===== src/rtl/ia_pkg.sv =====
package ia_pkg;
    localparam int OFS_W = 5;
    localparam logic [OFS_W-1:0] IA_OFS = 5'h18;
    localparam logic [OFS_W-1:0] OA_OFS = 5'h1C;

    typedef enum logic {
        PC_IDLE = 1'b0,
        PC_WAIT = 1'b1
    } pc_state_t;
endpackage


===== src/rtl/ia_bus_decode.sv =====
module ia_bus_decode
    import ia_pkg::*;
#(
    parameter int DW = 32
) (
    input  logic             wr,
    input  logic             rd,
    input  logic [OFS_W-1:0] addr,
    output logic             ia_wr,
    output logic [DW-1:0]    rdata
);
    always_comb begin
        ia_wr = wr && (addr == IA_OFS);
        rdata = '0;
        if (rd && ((addr == IA_OFS) || (addr == OA_OFS))) begin
            rdata = '1;
        end
    end
endmodule


===== src/rtl/ia_req_fsm.sv =====
module ia_req_fsm
    import ia_pkg::*;
(
    input  logic clk,
    input  logic rst,
    input  logic cmd_wr,
    input  logic need_pc,
    input  logic ia_wr,
    output logic pc_req,
    output logic viol
);
    pc_state_t state, state_nx;
    logic      viol_nx;

    always_ff @(posedge clk) begin
        if (rst) begin
            state <= PC_IDLE;
            viol  <= 1'b0;
        end else begin
            state <= state_nx;
            viol  <= viol_nx;
        end
    end

    always_comb begin
        state_nx = state;
        viol_nx  = 1'b0;
        unique case (state)
            PC_IDLE: begin
                if (cmd_wr && need_pc) state_nx = PC_WAIT;
            end
            PC_WAIT: begin
                if (cmd_wr) begin
                    viol_nx  = !ia_wr;
                    state_nx = need_pc ? PC_WAIT : PC_IDLE;
                end else if (ia_wr) begin
                    state_nx = PC_IDLE;
                end
            end
            default: state_nx = PC_IDLE;
        endcase
    end

    assign pc_req = (state == PC_WAIT);

    p_req_set_r6: assert property (@(posedge clk) disable iff (rst)
        (!pc_req && cmd_wr && need_pc) |=> pc_req);
    p_req_clear_r2: assert property (@(posedge clk) disable iff (rst)
        (pc_req && ia_wr && !cmd_wr) |=> !pc_req);
    p_viol_cause_r7: assert property (@(posedge clk) disable iff (rst)
        (pc_req && cmd_wr && !ia_wr) |=> viol);
    p_viol_only_r7: assert property (@(posedge clk) disable iff (rst)
        !(pc_req && cmd_wr && !ia_wr) |=> !viol);
endmodule


===== src/rtl/ia_stage_regs.sv =====
module ia_stage_regs #(
    parameter int AW  = 32,
    parameter int NST = 3
) (
    input  logic           clk,
    input  logic           rst,
    input  logic           ld,
    input  logic [AW-1:0]  ld_val,
    input  logic [NST-2:0] adv,
    output logic [AW-1:0]  tail
);
    logic [AW-1:0] st [NST];

    always_ff @(posedge clk) begin
        if (rst)     st[0] <= '0;
        else if (ld) st[0] <= ld_val;
    end

    for (genvar i = 1; i < NST; i++) begin : g_stage
        always_ff @(posedge clk) begin
            if (rst)           st[i] <= '0;
            else if (adv[i-1]) st[i] <= st[i-1];
        end

        p_advance_r3: assert property (@(posedge clk) disable iff (rst)
            adv[i-1] |=> (st[i] == $past(st[i-1])));
        p_stall_hold_r3: assert property (@(posedge clk) disable iff (rst)
            !adv[i-1] |=> $stable(st[i]));
    end

    assign tail = st[NST-1];
endmodule


===== src/rtl/ia_track_top.sv =====
module ia_track_top
    import ia_pkg::*;
#(
    parameter int AW  = 32,
    parameter int NST = 3
) (
    input  logic             clk,
    input  logic             rst,
    input  logic             bus_wr,
    input  logic             bus_rd,
    input  logic [OFS_W-1:0] bus_addr,
    input  logic [AW-1:0]    bus_wdata,
    output logic [AW-1:0]    bus_rdata,
    input  logic             cmd_wr,
    input  logic             cmd_need_pc,
    input  logic             adv_ctl,
    input  logic             adv_ari,
    input  logic             exc,
    output logic [AW-1:0]    fpiar,
    output logic [AW-1:0]    exc_addr,
    output logic             pc_req,
    output logic             proto_viol
);
    logic           ia_wr;
    logic [NST-2:0] adv;

    assign adv = {adv_ari, adv_ctl};

    ia_bus_decode #(.DW(AW)) u_dec (
        .wr    (bus_wr),
        .rd    (bus_rd),
        .addr  (bus_addr),
        .ia_wr (ia_wr),
        .rdata (bus_rdata)
    );

    ia_req_fsm u_fsm (
        .clk     (clk),
        .rst     (rst),
        .cmd_wr  (cmd_wr),
        .need_pc (cmd_need_pc),
        .ia_wr   (ia_wr),
        .pc_req  (pc_req),
        .viol    (proto_viol)
    );

    ia_stage_regs #(.AW(AW), .NST(NST)) u_stg (
        .clk    (clk),
        .rst    (rst),
        .ld     (ia_wr),
        .ld_val (bus_wdata),
        .adv    (adv),
        .tail   (fpiar)
    );

    always_ff @(posedge clk) begin
        if (rst)      exc_addr <= '0;
        else if (exc) exc_addr <= fpiar;
    end

    p_exc_capture_r5: assert property (@(posedge clk) disable iff (rst)
        exc |=> (exc_addr == $past(fpiar)));
    p_exc_hold_r5: assert property (@(posedge clk) disable iff (rst)
        !exc |=> $stable(exc_addr));
    p_rd_ones_r8: assert property (@(posedge clk) disable iff (rst)
        (bus_rd && bus_addr == IA_OFS) |-> (bus_rdata == '1));
    p_oa_quiet_r9: assert property (@(posedge clk) disable iff (rst)
        (bus_wr && bus_addr == OA_OFS && !cmd_wr) |=> !proto_viol);
endmodule


===== config.mk =====
export PLATFORM = sky130hd
export DESIGN_NAME = ia_track_top
export DESIGN_NICKNAME = d
export VERILOG_FILES = /design/src/rtl/ia_pkg.sv /design/src/rtl/ia_bus_decode.sv /design/src/rtl/ia_req_fsm.sv /design/src/rtl/ia_stage_regs.sv /design/src/rtl/ia_track_top.sv
export SDC_FILE = /design/constraint.sdc
export NUM_CORES = 1
export LEC_CHECK = 0
export BUFFER_PORTS_ARGS = -buffer_cell sky130_fd_sc_hd__buf_2
export CAP_MARGIN = 20
export CORE_MARGIN = 3
export CORE_UTILIZATION = 56
export CTS_CLUSTER_DIAMETER = 40
export CTS_CLUSTER_SIZE = 40
export DETAILED_ROUTE_END_ITERATION = 12
export PLACE_DENSITY = 0.85
export SLEW_MARGIN = 15
export SYNTH_ARGS = -nofsm -noshare
export SYNTH_HDL_FRONTEND = slang
export SYNTH_SLANG_ARGS = --single-unit
export TNS_END_PERCENT = 5

===== constraint.sdc =====
create_clock -name clk -period 4 [get_ports clk]
set_clock_uncertainty 0.15 [all_clocks]
set_input_delay 0.6 -clock clk [delete_from_list [all_inputs] [get_ports clk]]
set_output_delay 0.6 -clock clk [all_outputs]
set_load 0.005 [all_outputs]

; ---- Yosys cells after proc, flatten, opt, wreduce, memory -nomap -nowiden
; Memories as Yosys holds them, arrays and structs flattened.
; Cells that the tools add are included.
[word_totals]
register_bits = 34
mem_bits_rw = 96
out_inout_bits = 98
wordCells = 37
memories = 1
[op_classes]
eq_ne = 2
muxes = 20
n_bitwise = 5
reduce_logical = 6
[memory_table]
columns = memory, words, word_bits, read_ports, rd_ports_with_merged_regs, wr, line
row1 = u_stg.st, 3, 32, 3, 0, 3, ia_stage_regs.sv:12  ; logic [AW-1:0] st [NST];
[ops]
columns = cell, n
row1 = $mux W32, 4
row2 = $mux W1, 15
row3 = $eq A5 B5 Y1 const B, 2
row4 = $logic_and A1 B1 Y1, 3
row5 = $or A1 B1 Y1, 3
row6 = $reduce_or A3 Y1, 1
row7 = $not A1 Y1, 2
row8 = $pmux W1 S2, 1
row9 = $logic_not A1 Y1, 1
row10 = $logic_or A1 B1 Y1, 1

; ---- Depth between registers and ports, before layout
[logic_depth]
depth_word = 6
ltp_mapped = 4

; ---- By module
; From an unflattened synthesis, not the netlist that was laid out.
[hier_totals]
cells_unflattened = 358
area_unflattened_um2 = 5346.4
[modules_own_cells]
columns = mod, n_inst, cells_each, area_per_inst_um2, seq_area_each_um2
row1 = ia_stage_regs, 1, 214, 3853.7, 2882.8
row2 = ia_track_top, 1, 103, 1163.6, 640.6
row3 = ia_bus_decode, 1, 35, 261.5, 0.0
row4 = ia_req_fsm, 1, 6, 67.6, 40.0

; ---- Least setup slack after synthesis
; Ideal clock, no wire load.
[synth_path]
path_type = input to output
start = input bus_addr[0]
end = output bus_rdata[10]
arrival_time_ps = 2167
required_time_ps = 3250
path_slack_ps = 1083
path_stages = 3
n_path_buf = 1
path_cell_list = nand4bb_4 nor2_1 buf_4
[synth_between]
elab_chain_cells = 4
word_cells_on_any_way = 5
cone_classes = 2 x eq/ne / 1 x mux / 2 x reduce/logical
[synth_lines]
columns = element, line
row1 = from (decl), ia_track_top.sv:11  ; input logic [OFS_W-1:0] bus_addr,
row2 = $eq A5 B5 Y1, ia_bus_decode.sv:15  ; if (rd && ((addr == IA_OFS) || (addr == OA_OFS))) begin
row3 = $logic_or A1 B1 Y1 *, ia_bus_decode.sv:15
row4 = $logic_and A1 B1 Y1 *, ia_bus_decode.sv:15
row5 = $mux W32 *, ia_bus_decode.sv:15
row6 = to (decl), ia_track_top.sv:13  ; output logic [AW-1:0] bus_rdata,
; Mark *: on every way between the ends. The rest lies on a longest branch, timed or not.

; ---- Worst setup path in the final report
[layout_path]
start = input bus_addr[0]
end = output bus_rdata[25]
; The elaborated chain is that of the path after synthesis.

==> flow_summary.json <==
{
  "maxSlewHeadroom_pct": 37.6,
  "cts_buffers": 17,
  "syn_area_per_cell_sq_um": 14.4,
  "fmax_mhz": 450,
  "ys_warn_count": 0,
  "cp_cell_sequence": "buf_2 > nand4bb_4 > nor2_1 > buf_4 > buf_2",
  "p_sw_uw": 617,
  "yosys_register_bits": 130,
  "die_h_um": 101,
  "nets": 516,
  "netlist_instances": 353,
  "grt_start_max_net_pins": 42,
  "route.final.wire_length_mm": 8.59,
  "reg2reg_depth": 2,
  "rsz0062_at_grt": "no",
  "timing.final.hold_violations": 0,
  "pre_cts_ws_ns": 1.42,
  "grtUsageTotal_pct": 17.0,
  "synth_area_sq_um": 5080,
  "ant_nets": 0,
  "insertion_delay_ns": 0.50,
  "gp_congestion": 0.777,
  "status": "complete, no violations",
  "syn_to_final_growth_pct": 22.7,
  "worst_r2r_endpoint": "u_fsm.pc_req",
  "cts_hold_buf": 0,
  "r2r_start": "u_fsm.pc_req",
  "wl_per_cell_um": 14.5,
  "drtIter0Drc": 151,
  "cts_buffer_depth": 2,
  "finalInstanceArea_sq_um": 6230,
  "dieArea_sq_um": 10200,
  "end_kind": "output pin",
  "clock-sinks": 130,
  "maxCapViolations": 0,
  "multi_input_area_sq_um": 1200,
  "dp_hpwl_mm": 5.83,
  "core-area_sq_um": 8760,
  "slew_viol_final": 0,
  "clkPwrFrac_pct": 45.6,
  "min_period_ns": 2.22,
  "synth.distinct_cells": 20,
  "p_seq_share_pct": 49.4,
  "setup_viol": 0,
  "ys_seq_area_share_pct": 70.2,
  "clk_pin_slew_ns": 0.05,
  "post_cts_buffers": 0,
  "drcViolationCount": 0,
  "num_rows": 34,
  "fillers": 588,
  "cts_max_level": 4,
  "vias": 2812,
  "crit_arrival_ns": 1.47,
  "overflow": 0,
  "mostFrequentLayoutCells": "buf_2, edfxtp_1, and2_1",
  "critical_path.max_stage_delay_ns": 0.25,
  "die_x_um": 101,
  "crit_path_top_delay_cell": "nand4bb_4",
  "crit_top_cell": "buf_2",
  "worstMarginPinSlew_ns": 0.936,
  "syn_nets": 399,
  "regArea_sq_um": 3560,
  "routed_via_density": 4.76,
  "diodes": 0,
  "crit_path_start_kind": "input port",
  "pwr-share-comb_pct": 5.0,
  "cts_tree": "built",
  "crit_type": "input port to output pin",
  "io_pins": 144,
  "layout_commonest_cell": "buf_2",
  "antenna_found_initial": 0,
  "r2r_slack_ns": 2.97,
  "power_density_nw_per_um2": 507,
  "p_leak_nw": 2.87,
  "sw_frac_of_total_pct": 19.6,
  "clock-root-buffer": "clkbuf_8",
  "drive_above_1_share_pct": 43.7,
  "max-vdd-ir-drop_v": 0.000333,
  "cp.required_ns": 3.25,
  "intPower_mw": 2.54,
  "setup_slack_ns": 1.78,
  "tns_ns": 0,
  "crit_path_start": "bus_addr[0]",
  "portBuffers": 143,
  "crit_path_max_fanout": 32,
  "grt_pass1_wl_mm": 13.4,
  "post_cts_resized": 0,
  "endpoint": "bus_rdata[25]",
  "hold_path.class": "input port to flop",
  "grt_pass1_vias": 2725,
  "dpl_cell_area_sq_um": 5640,
  "dr.pass1.iters": 5,
  "fin_crit_sh_pct": 55.5,
  "floorplan.initialDensity_pct": 57.9
}
[power groups by stage]
| stage | registers (mW) | clock network (mW) | logic, mW |
|---|---|---|---|
| final | 1.56 | 1.44 | 0.157 |
| after global routing | 1.57 | 1.52 | 0.175 |
| after CTS | 1.56 | 1.46 | 0.161 |
| after detailed placement | 1.59 | 0 | 0.159 |
| after global placement | 1.58 | 0 | 0.153 |
| after floorplan | 1.58 | 0 | 0.0839 |
[flip-flops by register name, summed over array words and instances, names as in the netlist]
name,flops
u_fsm.viol,1
u_fsm.pc_req,1
u_stg.st,96
exc_addr,32
[worst max-delay path, delay by kind of cell]
kind / cells / cell delay (ns)
buf+inv: 3 / 0.51
simple gates: 2 / 0.36
[routing by layer]
metal	up-vias	track usage, %	wire length (um)
met5	-	0	0
met4	0	7.87	165
met3	15	3.72	494
met2	116	27.8	4180
met1	1275	21.9	3750
li1	1406	-	-
[per-stage QoR]
stage / hold WS, ns / instances / util, % / power (mW)
2_1_floorplan: 0.293 / 353 / - / 1.66
3_3_place_gp: 0.293 / 558 / 64.3 / 1.74
3_5_place_dp: 0.302 / 558 / 64.3 / 1.74
4_1_cts: 0.159 / 590 / 70.9 / 3.18
5_1_grt: 0.183 / 591 / 71.1 / 3.26
6_report: 0.186 / 591 / 71.1 / 3.16
[cell usage after synthesis (all sizes together)]
master / number / area (sq um)
and2: 96 / 641
edfxtp: 96 / 2880
buf: 35 / 253
dfxtp: 34 / 681
nor2: 33 / 124
mux2i: 32 / 320
clkbuf: 13 / 52.6
or2: 3 / 18.8
inv: 2 / 7.51
nor2b: 2 / 12.5
nand2: 1 / 3.75
nand3b: 1 / 7.51
nand4bb: 1 / 27.5
nor3: 1 / 5.00
nor3b: 1 / 7.51
nor4b: 1 / 23.8
o41ai: 1 / 8.76
[cell families after synthesis]
logic type / count (synthesis) / share of synthesized area (%)
buffers and inverters: 50 / 6.16
AO/OA/AOI/OAI: 1 / 0.173
flip-flops: 130 / 70.2
multiplexers: 32 / 6.31
AND/OR/NAND/NOR: 140 / 17.2
[worst min path at each step]
stage          cells past startpoint            to    startpoint
3_3_place_gp                       2    u_fsm.viol  u_fsm.pc_req
3_5_place_dp                       2    u_fsm.viol  u_fsm.pc_req
5_1_grt                            2  u_fsm.pc_req        cmd_wr
6_report                           2  u_fsm.pc_req        cmd_wr
4_1_cts                            2  u_fsm.pc_req        cmd_wr
2_1_floorplan                      2    u_fsm.viol  u_fsm.pc_req
[area by class of cell]
cell class / count / share of cell area (%)
multi-input combinational: 173 / 19.3
tap: 108 / 2.17
sequential: 130 / 57.2
timing repair buffer: 146 / 11.9
inverter: 2 / 0.121
clock buffer: 30 / 9.08
clock inverter: 2 / 0.181
No activity file was read; power rests on OpenSTA's default activity.
